--- src/rtl/raster_pkg.sv ---
package raster_pkg;

  localparam int LFSR_W = 16;

  typedef logic [LFSR_W-1:0] lfsr_t;

  localparam lfsr_t LFSR_SEED = '1;

  // Encoded limits in force for one frame
  typedef struct packed {
    lfsr_t hEnd;
    lfsr_t hsOn;
    lfsr_t hsOff;
    lfsr_t hdOn;
    lfsr_t hdOff;
    lfsr_t vEnd;
    lfsr_t vsOn;
    lfsr_t vsOff;
    lfsr_t vdOn;
    lfsr_t vdOff;
  } timing_cfg_t;

  // Control -> datapath strobes
  typedef struct packed {
    logic lineWrap;
    logic frameWrap;
    logic primeCycle;
  } seq_strobe_t;

  // Datapath -> control match results
  typedef struct packed {
    logic hEndHit;
    logic vEndHit;
  } pos_hits_t;

  typedef enum logic [1:0] {
    MODE_ON    = 2'b00,
    MODE_BLANK = 2'b01,
    MODE_OFF_A = 2'b10,
    MODE_OFF_B = 2'b11
  } out_mode_e;

  function automatic lfsr_t lfsrAdvance(input lfsr_t s);
    return {s[LFSR_W-2:0], s[15] ^ s[4] ^ s[2] ^ s[1]};
  endfunction

  function automatic lfsr_t lfsrEncode(input int steps);
    lfsr_t s;
    s = LFSR_SEED;
    for (int i = 0; i < steps; i++) s = lfsrAdvance(s);
    return s;
  endfunction

endpackage

--- src/rtl/raster_seq_ctrl.sv ---
module raster_seq_ctrl
  import raster_pkg::*;
#(
  parameter timing_cfg_t RESET_CFG = '0
) (
  input  logic        clk,
  input  logic        rstN,
  input  logic        commit,
  input  timing_cfg_t cfgIn,
  input  pos_hits_t   hits,
  output seq_strobe_t strb,
  output timing_cfg_t cfgLive
);

  logic        primeR;
  logic        pendingR;
  timing_cfg_t stageR;
  logic        applyCfg;

  always_comb begin
    strb.primeCycle = primeR;
    strb.lineWrap   = primeR | hits.hEndHit;
    strb.frameWrap  = primeR | (hits.hEndHit & hits.vEndHit);
    applyCfg        = strb.frameWrap & pendingR;
  end

  always_ff @(posedge clk or negedge rstN) begin
    if (!rstN) begin
      primeR   <= 1'b1;
      pendingR <= 1'b0;
      stageR   <= RESET_CFG;
      cfgLive  <= RESET_CFG;
    end else begin
      primeR <= 1'b0;
      if (applyCfg) cfgLive <= stageR;
      if (commit) begin
        stageR   <= cfgIn;
        pendingR <= 1'b1;
      end else if (strb.frameWrap) begin
        pendingR <= 1'b0;
      end
    end
  end


  property cfg_hold_p;
    @(posedge clk) disable iff (!rstN) !applyCfg |=> $stable(cfgLive);
  endproperty
  cfg_hold_chk: assert property (cfg_hold_p);


  property frame_in_line_p;
    @(posedge clk) disable iff (!rstN) strb.frameWrap |-> strb.lineWrap;
  endproperty
  frame_in_line_chk: assert property (frame_in_line_p);

endmodule

--- src/rtl/raster_pos_dpath.sv ---
module raster_pos_dpath
  import raster_pkg::*;
(
  input  logic        clk,
  input  logic        rstN,
  input  seq_strobe_t strb,
  input  timing_cfg_t cfg,
  input  logic [1:0]  outMode,
  output pos_hits_t   hits,
  output logic        hSync,
  output logic        vSync,
  output logic        dataEn,
  output logic        lineStart,
  output logic        frameStart
);

  lfsr_t hPos, vPos, hStep, vStep, vLoad;
  logic  hsR, hdR, vsR, vdR;
  logic  hsNext, hdNext, vsNext, vdNext;
  logic  powerDown, normalOut;

  always_comb begin
    hStep        = lfsrAdvance(hPos);
    vStep        = lfsrAdvance(vPos);
    vLoad        = strb.frameWrap ? LFSR_SEED : vStep;
    hits.hEndHit = (hPos == cfg.hEnd);
    hits.vEndHit = (vStep == cfg.vEnd);

    hsNext = (hPos == cfg.hsOn) ? 1'b1 : (hPos == cfg.hsOff) ? 1'b0 : hsR;
    hdNext = (hPos == cfg.hdOn) ? 1'b1 : (hPos == cfg.hdOff) ? 1'b0 : hdR;
    vsNext = (vLoad == cfg.vsOn) ? 1'b1 : (vLoad == cfg.vsOff) ? 1'b0 : vsR;
    vdNext = (vLoad == cfg.vdOn) ? 1'b1 : (vLoad == cfg.vdOff) ? 1'b0 : vdR;

    powerDown = outMode[1];
    normalOut = (outMode == MODE_ON);
  end

  // Position registers and window flags
  always_ff @(posedge clk or negedge rstN) begin
    if (!rstN) begin
      hPos <= LFSR_SEED;
      vPos <= LFSR_SEED;
      hsR  <= 1'b0;
      hdR  <= 1'b0;
      vsR  <= 1'b0;
      vdR  <= 1'b0;
    end else begin
      hPos <= strb.lineWrap ? LFSR_SEED : hStep;
      hsR  <= hsNext;
      hdR  <= hdNext;
      if (strb.lineWrap) begin
        vPos <= vLoad;
        vsR  <= vsNext;
        vdR  <= vdNext;
      end
    end
  end

  // Output stage: one clock behind the position registers
  always_ff @(posedge clk or negedge rstN) begin
    if (!rstN) begin
      hSync      <= 1'b0;
      vSync      <= 1'b0;
      dataEn     <= 1'b0;
      lineStart  <= 1'b0;
      frameStart <= 1'b0;
    end else begin
      hSync      <= hsNext & ~powerDown & ~strb.primeCycle;
      vSync      <= vsR & ~powerDown & ~strb.primeCycle;
      dataEn     <= hdNext & vdR & normalOut & ~strb.primeCycle;
      lineStart  <= (hPos == LFSR_SEED) & ~strb.primeCycle;
      frameStart <= (hPos == LFSR_SEED) & (vPos == LFSR_SEED) & ~strb.primeCycle;
    end
  end


  property h_nonzero_p;
    @(posedge clk) disable iff (!rstN) hPos != '0;
  endproperty
  h_nonzero_chk: assert property (h_nonzero_p);


  property frame_with_line_p;
    @(posedge clk) disable iff (!rstN) frameStart |-> lineStart;
  endproperty
  frame_with_line_chk: assert property (frame_with_line_p);


  property line_pulse_p;
    @(posedge clk) disable iff (!rstN) lineStart |=> !lineStart;
  endproperty
  line_pulse_chk: assert property (line_pulse_p);


  property pd_quiet_p;
    @(posedge clk) disable iff (!rstN) $past(outMode[1]) |-> (!hSync && !vSync && !dataEn);
  endproperty
  pd_quiet_chk: assert property (pd_quiet_p);


  property blank_nodata_p;
    @(posedge clk) disable iff (!rstN) ($past(outMode) == 2'b01) |-> !dataEn;
  endproperty
  blank_nodata_chk: assert property (blank_nodata_p);

endmodule

--- src/rtl/lfsr_raster_timer.sv ---
module lfsr_raster_timer
  import raster_pkg::*;
#(
  parameter int H_TOTAL      = 800,
  parameter int H_ACTIVE     = 640,
  parameter int H_SYNC_START = 656,
  parameter int H_SYNC_END   = 752,
  parameter int V_TOTAL      = 525,
  parameter int V_ACTIVE     = 480,
  parameter int V_SYNC_START = 490,
  parameter int V_SYNC_END   = 492
) (
  input  logic        clk,
  input  logic        rstN,
  input  logic [1:0]  outMode,
  input  logic        commit,
  input  logic [15:0] hEndCode,
  input  logic [15:0] hSyncOnCode,
  input  logic [15:0] hSyncOffCode,
  input  logic [15:0] hActOnCode,
  input  logic [15:0] hActOffCode,
  input  logic [15:0] vEndCode,
  input  logic [15:0] vSyncOnCode,
  input  logic [15:0] vSyncOffCode,
  input  logic [15:0] vActOnCode,
  input  logic [15:0] vActOffCode,
  output logic        hSync,
  output logic        vSync,
  output logic        dataEn,
  output logic        lineStart,
  output logic        frameStart
);

  localparam int H_ACT_FIRST = H_TOTAL - H_SYNC_START;
  localparam int V_ACT_FIRST = V_TOTAL - V_SYNC_START;

  localparam timing_cfg_t RESET_CFG = '{
    hEnd:  lfsrEncode(H_TOTAL - 1),
    hsOn:  lfsrEncode(1),
    hsOff: lfsrEncode(H_SYNC_END - H_SYNC_START + 1),
    hdOn:  lfsrEncode(H_ACT_FIRST),
    hdOff: lfsrEncode(H_ACT_FIRST + H_ACTIVE),
    vEnd:  lfsrEncode(V_TOTAL),
    vsOn:  lfsrEncode(0),
    vsOff: lfsrEncode(V_SYNC_END - V_SYNC_START),
    vdOn:  lfsrEncode(V_ACT_FIRST),
    vdOff: lfsrEncode(V_ACT_FIRST + V_ACTIVE)
  };

  timing_cfg_t cfgIn, cfgLive;
  seq_strobe_t strb;
  pos_hits_t   hits;

  assign cfgIn = '{
    hEnd:  hEndCode,
    hsOn:  hSyncOnCode,
    hsOff: hSyncOffCode,
    hdOn:  hActOnCode,
    hdOff: hActOffCode,
    vEnd:  vEndCode,
    vsOn:  vSyncOnCode,
    vsOff: vSyncOffCode,
    vdOn:  vActOnCode,
    vdOff: vActOffCode
  };

  raster_seq_ctrl #(.RESET_CFG(RESET_CFG)) ctrl_i (
    .clk     (clk),
    .rstN    (rstN),
    .commit  (commit),
    .cfgIn   (cfgIn),
    .hits    (hits),
    .strb    (strb),
    .cfgLive (cfgLive)
  );

  raster_pos_dpath dpath_i (
    .clk        (clk),
    .rstN       (rstN),
    .strb       (strb),
    .cfg        (cfgLive),
    .outMode    (outMode),
    .hits       (hits),
    .hSync      (hSync),
    .vSync      (vSync),
    .dataEn     (dataEn),
    .lineStart  (lineStart),
    .frameStart (frameStart)
  );

endmodule

--- config.mk ---
export PLATFORM = sky130hd
export DESIGN_NAME = lfsr_raster_timer
export DESIGN_NICKNAME = d
export VERILOG_FILES = /design/src/rtl/raster_pkg.sv /design/src/rtl/raster_seq_ctrl.sv /design/src/rtl/raster_pos_dpath.sv /design/src/rtl/lfsr_raster_timer.sv
export SDC_FILE = /design/constraint.sdc
export NUM_CORES = 1
export LEC_CHECK = 0
export ABC_AREA = 1
export BUFFER_PORTS_ARGS = -buffer_cell sky130_fd_sc_hd__buf_2
export CAP_MARGIN = 20
export CORE_UTILIZATION = 50
export CTS_CLUSTER_SIZE = 28
export DETAILED_ROUTE_END_ITERATION = 10
export PLACE_DENSITY_LB_ADDON = 0.05
export SLEW_MARGIN = 30
export SYNTH_ARGS = -nofsm -noshare
export SYNTH_HDL_FRONTEND = slang
export SYNTH_SLANG_ARGS = --single-unit
--- constraint.sdc ---
create_clock -name clk -period 3.5 [get_ports clk]
set_clock_uncertainty 0.2 [all_clocks]
set_input_delay 0.175 -clock clk [delete_from_list [all_inputs] [get_ports clk]]
set_output_delay 0.175 -clock clk [all_outputs]
set_load 0.02 [all_outputs]
==> impl_metrics.csv, run 1 <==
group,metric,value,unit
logic_synthesis,synth_nets,2019,
floorplanning,io_pins,170,
placement,portBuffers,169,
floorplanning,die_y,182,um
sta,rsz0062_at_grt,"no",
placement,gp_congestion,0.951,
global_route,grt_pass1_wl,66.4,mm
sta,hold_violations,0,
global_route,antenna_found_initial,1,
logic_synthesis,synth.yosys.seq_area_share,57.7,%
worst_setup_path,startpoint_type,"register",
power_and_ir_drop,p_leak,0.00959,uW
placement,dp_hpwl,27.6,mm
clock_tree,cts_resized,0,
logic_synthesis,synth_seq_cells,363,
sta,fin_crit,2.81,ns
sta,setup_viol_count_final,0,
detailed_routing,drc,0,
worst_setup_path,critPathMaxFanout,21,
logic_synthesis,yosys_warnings,0,
global_route,overflow,0,
global_route,top_usage_layer,"met1",
global_route,globalRouteTotalUtil,25.5,%
cells_and_area,final_common_cell,"nand2_1",
power_and_ir_drop,clkPwrFrac,38.7,%
power_and_ir_drop,power_density,524,nW/um^2
detailed_routing,wl_per_cell,15.7,um
global_route,grt_max_degree,153,
worst_setup_path,cp-end-kind,"register",
sta,tightest_slew,0.814,ns
sta,fin_crit_sh,80.4,%
logic_synthesis,ys_async_sr_fraction,100,%
power_and_ir_drop,power_frac_seq,48.7,%
power_and_ir_drop,combPwrFrac,12.6,%
logic_synthesis,syn_inst,1854,
min_path,hold_class,"input pin to async pin",
power_and_ir_drop,p_sw_share,25.8,%
outcome,status,"complete, no violations",
floorplanning,die_x,182,um
floorplanning,core_area,31700,um^2
global_route,globalRouteMet3Util,3.63,%
detailed_routing,drt-initial-drc-count,798,
sta,drv_slew,0,
logic_synthesis,netlist_area,16200,um^2
logic_synthesis,synth_area_per_cell,8.76,um^2
sta,tns,0,ns
cells_and_area,mostFrequentLayoutCells,"507 x nand2_1, 351 x o21ai_0, 272 x inv_1",
detailed_routing,via_count,12700,
flow_run,max_cap_violations,0,
detailed_routing,ant_nets,0,
clock_tree,cts_sinks,363,
power_and_ir_drop,switching_power,2760,uW
cells_and_area,nets,2324,
logic_synthesis,synth_cell_type_count,39,
power_and_ir_drop,p_int,7940,uW
sta,clock.fmax,0.356,GHz
clock_tree,clkSlewWorstSetupHoldPaths,0.06,ns
detailed_routing,wirelength,40.7,mm
clock_tree,h-tree-depth,2,
sta,slew_headroom,45.8,%
detailed_routing,avgViaCountPerCell,4.88,
power_and_ir_drop,p_total,10700,uW
worst_setup_path,path_class,"register to register",
clock_tree,cts-root-buf,"clkbuf_16",
logic_synthesis,synth-edff-count,0,
cells_and_area,drive_gt1_share,23.1,%
floorplanning,dieArea,33200,um^2
detailed_routing,drt_first_pass_iters,5,
global_route,groute.layer.met2.usage,35.5,%
worst_setup_path,crit_arrival,3.04,ns
clock_tree,cts_max_path_buffers,3,
clock_tree,cts_tree,"done",
clock_tree,cts_buffers,40,
cells_and_area,area_growth,25.8,%
power_and_ir_drop,ir_drop,0.390,mV
global_route,grt_pass1_vias,12400,
global_route,global_route.usage.met1,41.2,%
floorplanning,std_cell_rows,65,
clock_tree,insertion_delay,0.53,ns
worst_setup_path,worst_ep_required_time,3.72,ns
floorplanning,start_util,51.2,%
logic_synthesis,synthFlopType,"dfstp_2",
[path summary, 6_finish.rpt]
check                                  start                  to  slack (ns)  cells past startpoint
setup / recovery             dpath_i.hPos[4]         dpath_i.vdR        0.69                     16
hold / removal                          rstN  ctrl_i.cfgLive[98]        0.06                      2
min in group clk                      commit   ctrl_i.stageR[45]        0.09                      3
setup reg to reg             dpath_i.hPos[4]         dpath_i.vdR        0.69                     16
hold reg to reg            ctrl_i.stageR[30]   ctrl_i.stageR[30]        0.27                      2
max in group asynchronous               rstN   ctrl_i.stageR[43]        2.05                      3
[per-layer routing]
layer,share of wire (%),vias to the layer above
met1,52,5938
met4,2.0,0
met5,0,-
met2,40,299
met3,5.0,58
li1,-,6369
[power groups by stage]
| stage | combinational (uW) | sequential, uW | clock [uW] |
|---|---|---|---|
| 2_1_floorplan | 801 | 5110 | 0 |
| 3_3_place_gp | 1180 | 5260 | 0 |
| 3_5_place_dp | 1210 | 5260 | 0 |
| 4_1_cts | 1350 | 5200 | 4230 |
| 5_1_grt | 1560 | 5260 | 4410 |
| 6_report | 1350 | 5210 | 4150 |
[state kept, by name, summed over array words and instances (netlist names)]
name	count
ctrl_i.cfgLive	160
ctrl_i.pendingR	1
ctrl_i.primeR	1
ctrl_i.stageR	160
dpath_i.dataEn	1
dpath_i.frameStart	1
dpath_i.hPos	16
dpath_i.hSync	1
dpath_i.hdR	1
dpath_i.hsR	1
dpath_i.lineStart	1
dpath_i.vPos	16
dpath_i.vSync	1
dpath_i.vdR	1
dpath_i.vsR	1
[layout make-up]
cell class | instances | area, um^2
Antenna cell | 1 | 2.50
Clock buffer | 64 | 1190
Clock inverter | 10 | 111
Fill cell | 2712 | 11300
Inverter | 275 | 1030
Multi-Input combinational cell | 1120 | 5420
Sequential cell | 363 | 9360
Tap cell | 402 | 503
Timing Repair Buffer | 359 | 2800
[Yosys cell counts, types with 2 or more instances]
library cell | count | share of area, %
buf_1 | 7 | 0.16
nand2_1 | 508 | 12
or2_2 | 7 | 0.27
buf_4 | 5 | 0.23
clkbuf_1 | 64 | 1.5
o41ai_1 | 3 | 0.16
nor2_2 | 3 | 0.12
nor3_1 | 2 | 0.062
nor4_1 | 4 | 0.15
nand4_1 | 29 | 1.1
xnor2_1 | 70 | 3.8
dfstp_2 | 223 | 36
xor2_1 | 23 | 1.2
nor2_1 | 68 | 1.6
inv_2 | 3 | 0.069
o2111ai_1 | 3 | 0.16
buf_6 | 2 | 0.14
o21ai_0 | 351 | 11
nand3_4 | 4 | 0.43
nand2_2 | 2 | 0.077
dfrtp_1 | 140 | 22
buf_2 | 17 | 0.52
nand3_2 | 4 | 0.25
nand3_1 | 20 | 0.62
o21ai_1 | 2 | 0.062
a21oi_1 | 6 | 0.18
inv_1 | 272 | 6.3
[metrics by stage]
stage,std cells,area [um^2],util [%],hold slack [ns],setup slack [ns]
6_report,2594,20400,64.4,0.0606,0.687
3_3_place_gp,2356,17500,55.1,0.0475,0.713
2_1_floorplan,1854,16200,-,-0.321,1.21
5_1_grt,2593,20400,64.4,0.117,0.476
3_5_place_dp,2356,17500,55.1,0.0563,0.674
4_1_cts,2593,20400,64.4,0.0895,0.647
[cell families after synthesis]
group,count (synthesis),synth area share [%]
flops,363,57.7
other cells,1,0.0231
buf+inv,371,8.99
simple gates,656,16.7
compound gates,369,11.6
mux,1,0.0617
xor+xnor,93,5.02
[critical path, stage by stage (launching register included)]
cell and delay (ns):
dfstp_2 0.62, xnor2_1 0.14, nand2_1 0.06, nor2_1 0.14
nand3_1 0.10, nor2_2 0.17, nand2_2 0.23, buf_12 0.24
nand3_1 0.14, buf_4 0.16, inv_1 0.05, o21ai_0 0.17
nor2_1 0.06, nand2_1 0.06, nor2_1 0.04, nand3_1 0.07
nand2_1 0.05
[what timing repair did]
action	4_1_cts	5_1_grt
setup buffers	0	0
endpoints found under the hold margin	260	0
hold buffers	163	0
(Power assumes the default switching activity.)
==> run 2: changes to the inputs <==
ABC_AREA = 0   (was 1)
clock period = 2.4 ns   (was 3.5 ns; I/O delays follow)
==> impl_metrics.csv, run 2 <==
group,metric,value,unit
sta,slew_headroom,60.3,%
detailed_routing,avgViaCountPerCell,5.42,
placement,gp_congestion,0.904,
detailed_routing,via_count,11200,
detailed_routing,wirelength,43.2,mm
cells_and_area,drive_gt1_share,57.6,%
clock_tree,cts_buffers,40,
power_and_ir_drop,p_leak,0.00931,uW
worst_setup_path,path_class,"register to register",
clock_tree,insertion_delay,0.54,ns
global_route,grt_pass1_vias,11600,
clock_tree,cts_tree,"done",
sta,tightest_slew,0.595,ns
logic_synthesis,synth-edff-count,0,
floorplanning,die_y,182,um
floorplanning,die_x,182,um
floorplanning,std_cell_rows,65,
floorplanning,start_util,51.2,%
placement,dp_hpwl,26.3,mm
logic_synthesis,synth_nets,1340,
logic_synthesis,synth_cell_type_count,66,
logic_synthesis,synthFlopType,"dfstp_2",
sta,hold_violations,0,
floorplanning,io_pins,170,
min_path,hold_class,"input pin to register",
cells_and_area,nets,1794,
sta,drv_slew,0,
floorplanning,core_area,31700,um^2
detailed_routing,drc,0,
detailed_routing,drt-initial-drc-count,583,
placement,place_ws,-0.742,ns
outcome,violations,"negative setup slack",
min_path,holdCritStartpoint,"hSyncOffCode[10]",
detailed_routing,drt_first_pass_iters,5,
detailed_routing,wl_per_cell,21.0,um
worst_setup_path,crit_arrival,3.32,ns
logic_synthesis,synth_common_cells,"320 x mux2_2, 223 x dfstp_2, 140 x dfrtp_1",
logic_synthesis,synth_seq_cells,363,
floorplanning,dieArea,33200,um^2
outcome,status,"finished with violations",
cells_and_area,stdcell_count,2063,
clock_tree,clkSlewWorstSetupHoldPaths,0.06,ns
cells_and_area,top_regs,"ctrl_i.cfgLive x160, ctrl_i.stageR x160",
sta,fin_ws,-0.703,ns
logic_synthesis,synth_top_area_share,36.1,%
clock_tree,cts-root-buf,"clkbuf_16",
flow_run,max_cap_violations,0,
global_route,globalRouteTotalUtil,25.4,%
worst_setup_path,worst_ep_required_time,2.62,ns
cells_and_area,nFillCells,2226,
global_route,grt_max_degree,69,
sta,fin_crit_sh,129,%
clock_tree,cts_max_path_buffers,3,
worst_setup_path,reg2reg_from,"dpath_i.vPos[2]",
logic_synthesis,ys_async_sr_fraction,100,%
logic_synthesis,synth.yosys.seq_area_share,57.7,%
logic_synthesis,netlist_area,16200,um^2
cells_and_area,fin_util,70.2,%
worst_setup_path,cp-end-kind,"register",
sta,rsz0062_at_grt,"yes",
logic_synthesis,yosys.area.top_type,"dfstp_2",
clock_tree,h-tree-depth,2,
power_and_ir_drop,ir_drop,0.514,mV
logic_synthesis,synthTopCellsByArea,"dfstp_2 36%, mux2_2 22%, dfrtp_1 22%",
placement,portBuffers,169,
sta,clock.fmax,0.322,GHz
clock_tree,cts_sinks,363,
global_route,overflow,0,
cells_and_area,antenna_cells,0,
global_route,antenna_found_initial,1,
cells_and_area,final_common_cell,"mux2_2",
sta,fin_crit,3.10,ns
worst_setup_path,critPathLaunch,"dpath_i.vPos[2]",
detailed_routing,ant_nets,0,
placement,dp.cells,1760,
global_route,grt_pass1_wl,64.7,mm
logic_synthesis,synth_area_per_cell,13.8,um^2
worst_setup_path,critPathMaxFanout,9,
logic_synthesis,yosys_warnings,0,
power_and_ir_drop,power_density,762,nW/um^2
logic_synthesis,yosysMostFrequentCell,"mux2_2",
sta,setup_viol_count_final,179,
worst_setup_path,startpoint_type,"register",
logic_synthesis,syn_inst,1175,
cells_and_area,area_growth,37.1,%
cells_and_area,mostFrequentLayoutCells,"320 x mux2_2, 223 x dfstp_2, 190 x dlygate4sd3_1",
[run 2: cell count changes in the layout (fill, tap and decap cells not counted), sizes merged, moves of 12 or more]
cell / before / now
nor4: 4 / 30
o22ai: 1 / 14
nand3: 28 / 7
o21ai: 353 / 7
inv: 277 / 26
mux2: 0 / 320
nand2: 510 / 25
xnor2: 70 / 15
dlygate4sd3: 163 / 190
buf: 195 / 285
a31oi: 0 / 12
xor2: 23 / 98
nor2: 71 / 37
[run 2: cells by family (layout without fill, tap and decap cells)]
family          Yosys count  after routing  synth area share (%)
flops                   363            363                  57.7
buf+inv                 103            587                  2.80
simple gates            168            170                  5.94
mux                     327            327                  22.6
other cells               1              1                0.0231
compound gates          100            100                  4.59
xor+xnor                113            113                  6.37
[run 2: timing repair]
item,CTS,global route
buffers inserted,15,11
pin swaps,15,14
gates cloned,2,16
resized for setup,24,42
setup endpoints to repair,194,204
hold buffers,191,0
hold endpoints to repair,337,0
[run 2: per-stage QoR]
stage	setup TNS [ns]	hold WS [ns]	instance area (um^2)	power, uW
final	-107.46	0.144	22300	17000
after global routing	-114.63	0.139	22300	17700
after CTS	-90.24	0.119	21600	16900
after detailed placement	-105.72	-0.0434	18100	10300
after global placement	-91.02	-0.0539	18100	10200
after floorplan	-62.21	-0.376	16300	9380
[run 2: critical path: stages (launching register included)]
cell	delay, ns
dfstp_2	0.61
xor2_4	0.24
xnor2_4	0.12
xor2_2	0.17
o41ai_4	0.52
buf_6	0.19
buf_4	0.22
nand2_8	0.16
clkbuf_16	0.26
mux2_2	0.27
[run 2: final timing paths]
kind	end	slack, ns	depth (start not counted)
max in group asynchronous	ctrl_i.cfgLive[128]	0.50	4
hold / removal	ctrl_i.stageR[122]	0.14	3
setup / recovery	ctrl_i.cfgLive[20]	-0.70	9
hold reg to reg	ctrl_i.cfgLive[110]	0.30	1
min in group asynchronous	ctrl_i.stageR[155]	0.50	3
setup reg to reg	ctrl_i.cfgLive[20]	-0.70	9
[run 2: where the power goes]
| group | leakage, uW | internal, uW | switching [uW] | total [uW] |
|---|---|---|---|---|
| clock network | 0.000653 | 3820 | 2430 | 6250 |
| registers | 0.00399 | 7330 | 705 | 8030 |
| logic | 0.00466 | 1600 | 1080 | 2670 |
[run 2: final cells by class]
class	instances	area, um^2	share of cell area [%]
inverter	27	101	0.455
clock inverter	10	164	0.736
multi-input combinational	711	6750	30.3
clock buffer	64	1180	5.32
tap	402	503	2.26
sequential	363	9360	42.1
timing repair buffer	486	4200	18.9
[run 2: per-layer routing]
layer  part of all wire, %  wire length [um]  vias up  GRT usage, %
met5                 0.030                13        -             0
li1                      -                 -     5088             -
met1                    42             18400     5679          32.4
met2                    50             21700      313          43.8
met4                   3.1              1360        2          8.84
met3                   4.2              1840       96          4.13
